### src/rtl/sbt_pkg.sv
package sbt_pkg;
  localparam int unsigned DEV_W  = 3;
  localparam int unsigned REG_W  = 5;
  localparam int unsigned DATA_W = 16;
  localparam int unsigned HDR_W  = DEV_W + 1 + REG_W;

  typedef enum logic {PH_HDR = 1'b0, PH_DATA = 1'b1} phase_e;

  typedef struct packed {
    logic [DEV_W-1:0] dev;
    logic             rd;
    logic [REG_W-1:0] idx;
  } hdr_t;

  // Split a completed header word into its fields (target, direction, index).
  function automatic hdr_t hdr_split(input logic [HDR_W-1:0] v);
    hdr_t h;
    h.dev = v[HDR_W-1 -: DEV_W];
    h.rd  = v[REG_W];
    h.idx = v[REG_W-1:0];
    return h;
  endfunction

  // MSB-first shift: the new bit enters at the bottom.
  function automatic logic [DATA_W-1:0] shift_in(input logic [DATA_W-1:0] v, input logic b);
    return {v[DATA_W-2:0], b};
  endfunction
endpackage

### src/rtl/sbt_sync.sv
module sbt_sync #(
  parameter int unsigned STAGES = 2
) (
  input  logic clk,
  input  logic rst_n,
  input  logic sel_n_raw,
  input  logic bclk_raw,
  input  logic dat_raw,
  output logic sel_n_s,
  output logic dat_s,
  output logic bclk_rise
);
  logic [STAGES-1:0] sel_sh, clk_sh, dat_sh;
  logic              clk_prev;

  always_ff @(posedge clk or negedge rst_n) begin
    if (!rst_n) begin
      sel_sh   <= '1;
      clk_sh   <= '0;
      dat_sh   <= '0;
      clk_prev <= 1'b0;
    end else begin
      sel_sh   <= {sel_sh[STAGES-2:0], sel_n_raw};
      clk_sh   <= {clk_sh[STAGES-2:0], bclk_raw};
      dat_sh   <= {dat_sh[STAGES-2:0], dat_raw};
      clk_prev <= clk_sh[STAGES-1];
    end
  end

  assign sel_n_s   = sel_sh[STAGES-1];
  assign dat_s     = dat_sh[STAGES-1];
  assign bclk_rise = clk_sh[STAGES-1] & ~clk_prev;
endmodule

### src/rtl/sbt_frame.sv
module sbt_frame
  import sbt_pkg::*;
#(
  parameter logic [DEV_W-1:0] TARGET_ID = 3'd1
) (
  input  logic              clk,
  input  logic              rst_n,
  input  logic              sel_n_s,
  input  logic              dat_s,
  input  logic              bclk_rise,
  input  logic [DATA_W-1:0] rdata,
  output logic              hit,
  output logic              rd_stb,
  output logic              wr_stb,
  output logic [REG_W-1:0]  idx,
  output logic [DATA_W-1:0] wdata,
  output logic              dat_out,
  output logic              dat_oe
);
  localparam int unsigned MAXB  = (DATA_W > HDR_W) ? DATA_W : HDR_W;
  localparam int unsigned CNT_W = $clog2(MAXB);
  localparam logic [CNT_W-1:0] HDR_TOP  = CNT_W'(HDR_W - 1);
  localparam logic [CNT_W-1:0] DATA_TOP = CNT_W'(DATA_W - 1);

  phase_e            phase;
  logic [CNT_W-1:0]  cnt;
  logic [DATA_W-1:0] shreg, rd_buf;
  logic              rd_flag;

  // Named internal events
  logic              bit_evt, last_bit, hdr_done, data_done, match_c;
  logic [DATA_W-1:0] shift_next;
  hdr_t              hdr_c;

  assign bit_evt    = bclk_rise & ~sel_n_s;
  assign last_bit   = (cnt == '0);
  assign shift_next = shift_in(shreg, dat_s);
  assign hdr_c      = hdr_split(shift_next[HDR_W-1:0]);
  assign match_c    = (hdr_c.dev == TARGET_ID);
  assign hdr_done   = bit_evt & (phase == PH_HDR)  & last_bit;
  assign data_done  = bit_evt & (phase == PH_DATA) & last_bit;

  always_ff @(posedge clk or negedge rst_n) begin
    if (!rst_n) begin
      phase   <= PH_HDR;
      cnt     <= HDR_TOP;
      shreg   <= '0;
      rd_buf  <= '0;
      rd_flag <= 1'b0;
      hit     <= 1'b0;
      idx     <= '0;
      wdata   <= '0;
      dat_out <= 1'b0;
      dat_oe  <= 1'b0;
      rd_stb  <= 1'b0;
      wr_stb  <= 1'b0;
    end else begin
      rd_stb <= 1'b0;
      wr_stb <= 1'b0;
      if (rd_stb) rd_buf <= rdata;
      if (sel_n_s) begin
        phase   <= PH_HDR;
        cnt     <= HDR_TOP;
        shreg   <= '0;
        hit     <= 1'b0;
        dat_oe  <= 1'b0;
        dat_out <= 1'b0;
      end else if (bit_evt) begin
        if (phase == PH_HDR) begin
          dat_oe  <= 1'b0;
          dat_out <= 1'b0;
          if (hdr_done) begin
            hit     <= match_c;
            rd_flag <= hdr_c.rd;
            idx     <= hdr_c.idx;
            rd_stb  <= match_c & hdr_c.rd;
            dat_oe  <= match_c & hdr_c.rd;
            phase   <= PH_DATA;
            cnt     <= DATA_TOP;
            shreg   <= '0;
          end else begin
            shreg <= shift_next;
            cnt   <= cnt - CNT_W'(1);
          end
        end else begin
          dat_out <= (hit & rd_flag) ? rd_buf[cnt] : 1'b0;
          if (data_done) begin
            if (hit & ~rd_flag) begin
              wr_stb <= 1'b1;
              wdata  <= shift_next;
            end
            phase <= PH_HDR;
            cnt   <= HDR_TOP;
            shreg <= '0;
          end else begin
            shreg <= shift_next;
            cnt   <= cnt - CNT_W'(1);
          end
        end
      end
    end
  end

  assert_hold_no_edge_R1: assert property (@(posedge clk) disable iff (!rst_n)
    (!bclk_rise && !sel_n_s) |=> ($stable(cnt) && $stable(shreg)));

  assert_sel_abort_R2: assert property (@(posedge clk) disable iff (!rst_n)
    sel_n_s |=> (phase == PH_HDR && cnt == HDR_TOP && shreg == '0 && !dat_oe && !hit));

  assert_wr_after_last_R4: assert property (@(posedge clk) disable iff (!rst_n)
    wr_stb |-> ($past(phase) == PH_DATA && $past(cnt) == '0));

  assert_strobe_excl_R4: assert property (@(posedge clk) disable iff (!rst_n)
    !(wr_stb && rd_stb));

  assert_rd_at_header_R5: assert property (@(posedge clk) disable iff (!rst_n)
    rd_stb |-> (phase == PH_DATA && cnt == DATA_TOP));

  assert_back_to_header_R6: assert property (@(posedge clk) disable iff (!rst_n)
    data_done |=> (phase == PH_HDR && cnt == HDR_TOP));

  assert_silent_mismatch_R7: assert property (@(posedge clk) disable iff (!rst_n)
    (wr_stb || rd_stb || dat_oe) |-> hit);

  assert_oe_read_only_R8: assert property (@(posedge clk) disable iff (!rst_n)
    dat_oe |-> rd_flag);
endmodule

### src/rtl/sbt_target.sv
module sbt_target
  import sbt_pkg::*;
#(
  parameter logic [DEV_W-1:0] TARGET_ID   = 3'd1,
  parameter int unsigned      SYNC_STAGES = 2
) (
  input  logic              clk,
  input  logic              rst_n,
  input  logic              bus_sel_n,
  input  logic              bus_clk,
  input  logic              bus_dat_in,
  output logic              bus_dat_out,
  output logic              bus_dat_oe,
  output logic              reg_sel,
  output logic              reg_rd,
  output logic              reg_wr,
  output logic [REG_W-1:0]  reg_idx,
  output logic [DATA_W-1:0] reg_wdata,
  input  logic [DATA_W-1:0] reg_rdata
);
  logic sel_n_s, dat_s, bclk_rise;

  sbt_sync #(.STAGES(SYNC_STAGES)) u_sync (
    .clk       (clk),
    .rst_n     (rst_n),
    .sel_n_raw (bus_sel_n),
    .bclk_raw  (bus_clk),
    .dat_raw   (bus_dat_in),
    .sel_n_s   (sel_n_s),
    .dat_s     (dat_s),
    .bclk_rise (bclk_rise)
  );

  sbt_frame #(.TARGET_ID(TARGET_ID)) u_frame (
    .clk       (clk),
    .rst_n     (rst_n),
    .sel_n_s   (sel_n_s),
    .dat_s     (dat_s),
    .bclk_rise (bclk_rise),
    .rdata     (reg_rdata),
    .hit       (reg_sel),
    .rd_stb    (reg_rd),
    .wr_stb    (reg_wr),
    .idx       (reg_idx),
    .wdata     (reg_wdata),
    .dat_out   (bus_dat_out),
    .dat_oe    (bus_dat_oe)
  );

  assert_strobe_single_R4: assert property (@(posedge clk) disable iff (!rst_n)
    reg_wr |=> !reg_wr);

  assert_reset_quiet_R9: assert property (@(posedge clk) disable iff (!rst_n)
    $rose(rst_n) |-> (!bus_dat_oe && !reg_rd && !reg_wr));
endmodule

### config.mk
export PLATFORM = sky130hd
export DESIGN_NAME = sbt_target
export DESIGN_NICKNAME = d
export VERILOG_FILES = /design/src/rtl/sbt_pkg.sv /design/src/rtl/sbt_sync.sv /design/src/rtl/sbt_frame.sv /design/src/rtl/sbt_target.sv
export SDC_FILE = /design/constraint.sdc
export NUM_CORES = 1
export LEC_CHECK = 0
export BUFFER_PORTS_ARGS = -buffer_cell sky130_fd_sc_hd__buf_2
export CAP_MARGIN = 15
export CORE_ASPECT_RATIO = 1.75
export CORE_MARGIN = 2
export CORE_UTILIZATION = 31
export CTS_CLUSTER_DIAMETER = 80
export CTS_CLUSTER_SIZE = 12
export DETAILED_ROUTE_END_ITERATION = 10
export PLACE_DENSITY = 0.54
export SLEW_MARGIN = 20
export SYNTH_ARGS = -nofsm -noshare
export SYNTH_HDL_FRONTEND = slang
export SYNTH_HIERARCHICAL = 1
export SYNTH_SLANG_ARGS = --single-unit
### constraint.sdc
create_clock -name clk -period 2.7 [get_ports clk]
set_clock_uncertainty 0.05 [all_clocks]
set_input_delay 0.405 -clock clk [delete_from_list [all_inputs] [get_ports clk]]
set_output_delay 0.405 -clock clk [all_outputs]
set_load 0.005 [all_outputs]
==> flow_summary.yaml <==
status:
  outcome: "finished, final reports clean"
yosys:
  synth.distinct_cells: 33
  seq_area_frac_synth: 0.6311
  synth_ff_type: "dfrtp_1"
  netlist_top_cells_count: "dfrtp_1 (67), mux2_2 (39), a22o_1 (15)"
  yosysTopAreaCell: "dfrtp_1"
  synth_top_cells_by_area: "dfrtp_1 (60%), mux2_2 (16%), a22o_1 (4.7%)"
  ys_warn_count: 6
  netlist.area_leader.share: 0.6028
  synth-edff-count: 0
  yosysMostFrequentCell: "dfrtp_1"
  yosys_register_bits: 70
  synth.avg_cell_area_um2: 15.28
  netlist_instances: 182
  syn-num-nets: 205
  ys_async_sr_fraction: 1.000
  syn-cell-area_mm2: 0.002781
sta:
  finalHoldViolations: 0
  setup_viol: 0
  setup_tns_ns: 0
  tightest_slew_ns: 1.042
  period_share: 0.8617
  rsz0062_at_grt: "no"
  max_freq_ghz: 0.4298
  final_max_slew_viol_count: 0
  slew_headroom: 0.3029
  timing.final.crit_period_ns: 2.327
cts:
  worstSkewPairLatency_ns: 0.33
  cts_tree: "built"
  clock_path_buffers: 2
  root_buffer: "clkbuf_16"
  path_clk_slew_ns: 0.06
  numCtsBuffers: 9
  post_cts.repair.setup_buffers: 0
  htree_num_levels: 3
  cts_sinks: 70
  cts_resized: 0
die:
  core_area_mm2: 0.008727
  die_h_um: 129.3
  pin_count: 47
  die_area_mm2: 0.009776
  die_w_um: 75.61
  rows: 45
  initial_core_util: 0.3187
place:
  port_buffers: 46
  place_congestion: 0.7666
  placed_area_mm2: 0.003127
  dp_hpwl_mm: 3.650
global_route:
  grt_pass1_vias: 1771
  grt_pass1_wl_mm: 8.735
  grt_max_degree: 28
  grt_use_total: 0.1215
  antenna_found_initial: 0
  grt-ovfl-total: 0
final_layout:
  fill_cells: 812
  diodes: 0
  layout-drive-gt1-share: 0.4748
  fin_util: 0.3977
  final_nets: 256
  finalInstanceArea_mm2: 0.003471
  syn2layout_area_growth_pct: 24.79
critical_path:
  crit_fanout: 10
  worstSetupPathType: "reg2reg"
  cp-start-kind: "register"
  critPathRequiredTime_ns: 2.92
  crit_chain: "inv_1 > ha_1 > or3b_4 > or3_1 > and4b_1 > a31o_1"
  end_kind: "register"
  critical_path_arrival_ns: 2.55
  cp-startpoint: "u_frame/cnt[0]"
  worst_path_max_delay_cell: "or3_1"
  critPathMaxStageDelay_ns: 0.56
  r2r-start: "u_frame/cnt[0]"
pwr:
  p_leak_nw: 1.767
  powerDensity_mw_per_mm2: 754.0
  vdd_drop_max_mv: 0.4293
hold_path:
  min_from: "bus_sel_n"
  hold_class: "in2reg"
drt:
  wl_mm: 5.134
  drtAntennaViolNets: 0
  vias: 1639
  viasPerCell: 4.617
  first_iter_violations: 104
  drc: 0
  post_drt_wl_per_cell_um: 14.46
  first_pass_iters: 4
job:
  drv_cap: 0
## cell usage in the layout (no fill, tap or decap), types with 3 or more instances in the layout
cell type / n
a22o_1: 15
buf_2: 46
buf_4: 4
clkbuf_16: 9
dfrtp_1: 67
dfstp_2: 3
inv_1: 3
mux2_2: 39
mux2i_1: 4
nand2_1: 6
nand2b_1: 3
nor2_1: 5
## sequential cells by signal, summed over array words and instances (netlist names), 2 cells and up
| signal | cells |
|---|---|
| u_frame/rd_buf | 16 |
| u_sync/sel_sh | 2 |
| u_sync/dat_sh | 2 |
| u_frame/idx | 5 |
| u_frame/wdata | 16 |
| u_frame/cnt | 4 |
| u_sync/clk_sh | 2 |
| u_frame/shreg | 15 |
## report_power, final
| group | internal, mW | total (mW) | switching (mW) | leakage, nW |
|---|---|---|---|---|
| Sequential | 1.09 | 1.14 | 0.0481 | 0.952 |
| Combinational | 0.0941 | 0.190 | 0.0954 | 0.653 |
| Clock | 0.858 | 1.29 | 0.428 | 0.162 |
## kinds of logic after synthesis
| family | after synthesis | synth area share |
|---|---|---|
| compound gates | 23 | 0.06748 |
| flops | 70 | 0.6311 |
| buf+inv | 14 | 0.02609 |
| fa+ha+maj | 2 | 0.008995 |
| mux | 47 | 0.2074 |
| simple gates | 25 | 0.05578 |
| xor+xnor | 1 | 0.003149 |
## path summary, 6_finish.rpt
kind	to	slack, ns	depth (start not counted)
hold / removal	u_sync/sel_sh[0]	0.13	1
setup / recovery	u_frame/dat_oe	0.37	6
max in group asynchronous	u_sync/sel_sh[1]	1.35	3
hold reg to reg	u_sync/dat_sh[1]	0.29	0
setup reg to reg	u_frame/dat_oe	0.37	6
min in group asynchronous	u_frame/shreg[14]	0.52	2
## layer usage
layer,GRT usage,routed length [µm],vias to the layer above
li1,-,-,759
met1,0.1474,2114,833
met2,0.1923,2685,39
met3,0.03266,214,8
met4,0.06605,120,0
met5,0,0,-
## per-stage QoR
| step | hold slack [ns] | total power [mW] | std cells | setup slack (ns) |
|---|---|---|---|---|
| after floorplan | 0.05941 | 1.279 | 182 | 0.4634 |
| after global placement | 0.2891 | 1.348 | 338 | 0.4441 |
| after detailed placement | 0.2847 | 1.352 | 338 | 0.3885 |
| after CTS | 0.1111 | 2.655 | 355 | 0.3619 |
| after global routing | 0.1187 | 2.725 | 355 | 0.2503 |
| final | 0.1264 | 2.617 | 355 | 0.3734 |
## repair_timing
| item | CTS | global route |
|---|---|---|
| endpoints found under the setup margin | 0 | 0 |
| endpoints found under the hold margin | 18 | 0 |
| hold buffers | 1 | 0 |
## final cells by class
class	count	area [µm²]	share of cell area
flip-flops and latches	70	1755	0.5058
multi-input cells	98	953.4	0.2747
repair buffers	51	270.3	0.07787
clock buffers	11	252.7	0.07282
well taps	117	146.4	0.04218
clock inverters	5	81.33	0.02343
inverters	3	11.26	0.003244
## worst max-delay path: cells and delay by family, from the launching register on
family                     cells  cell delay, ns
and+or+nand+nor                3            1.34
DFF                            1            0.46
buffers and inverters          1            0.15
AOI/OAI and AO/OA              1            0.10
adders and majority gates      1            0.17
Note: power is estimated with default switching activity, not from simulation.
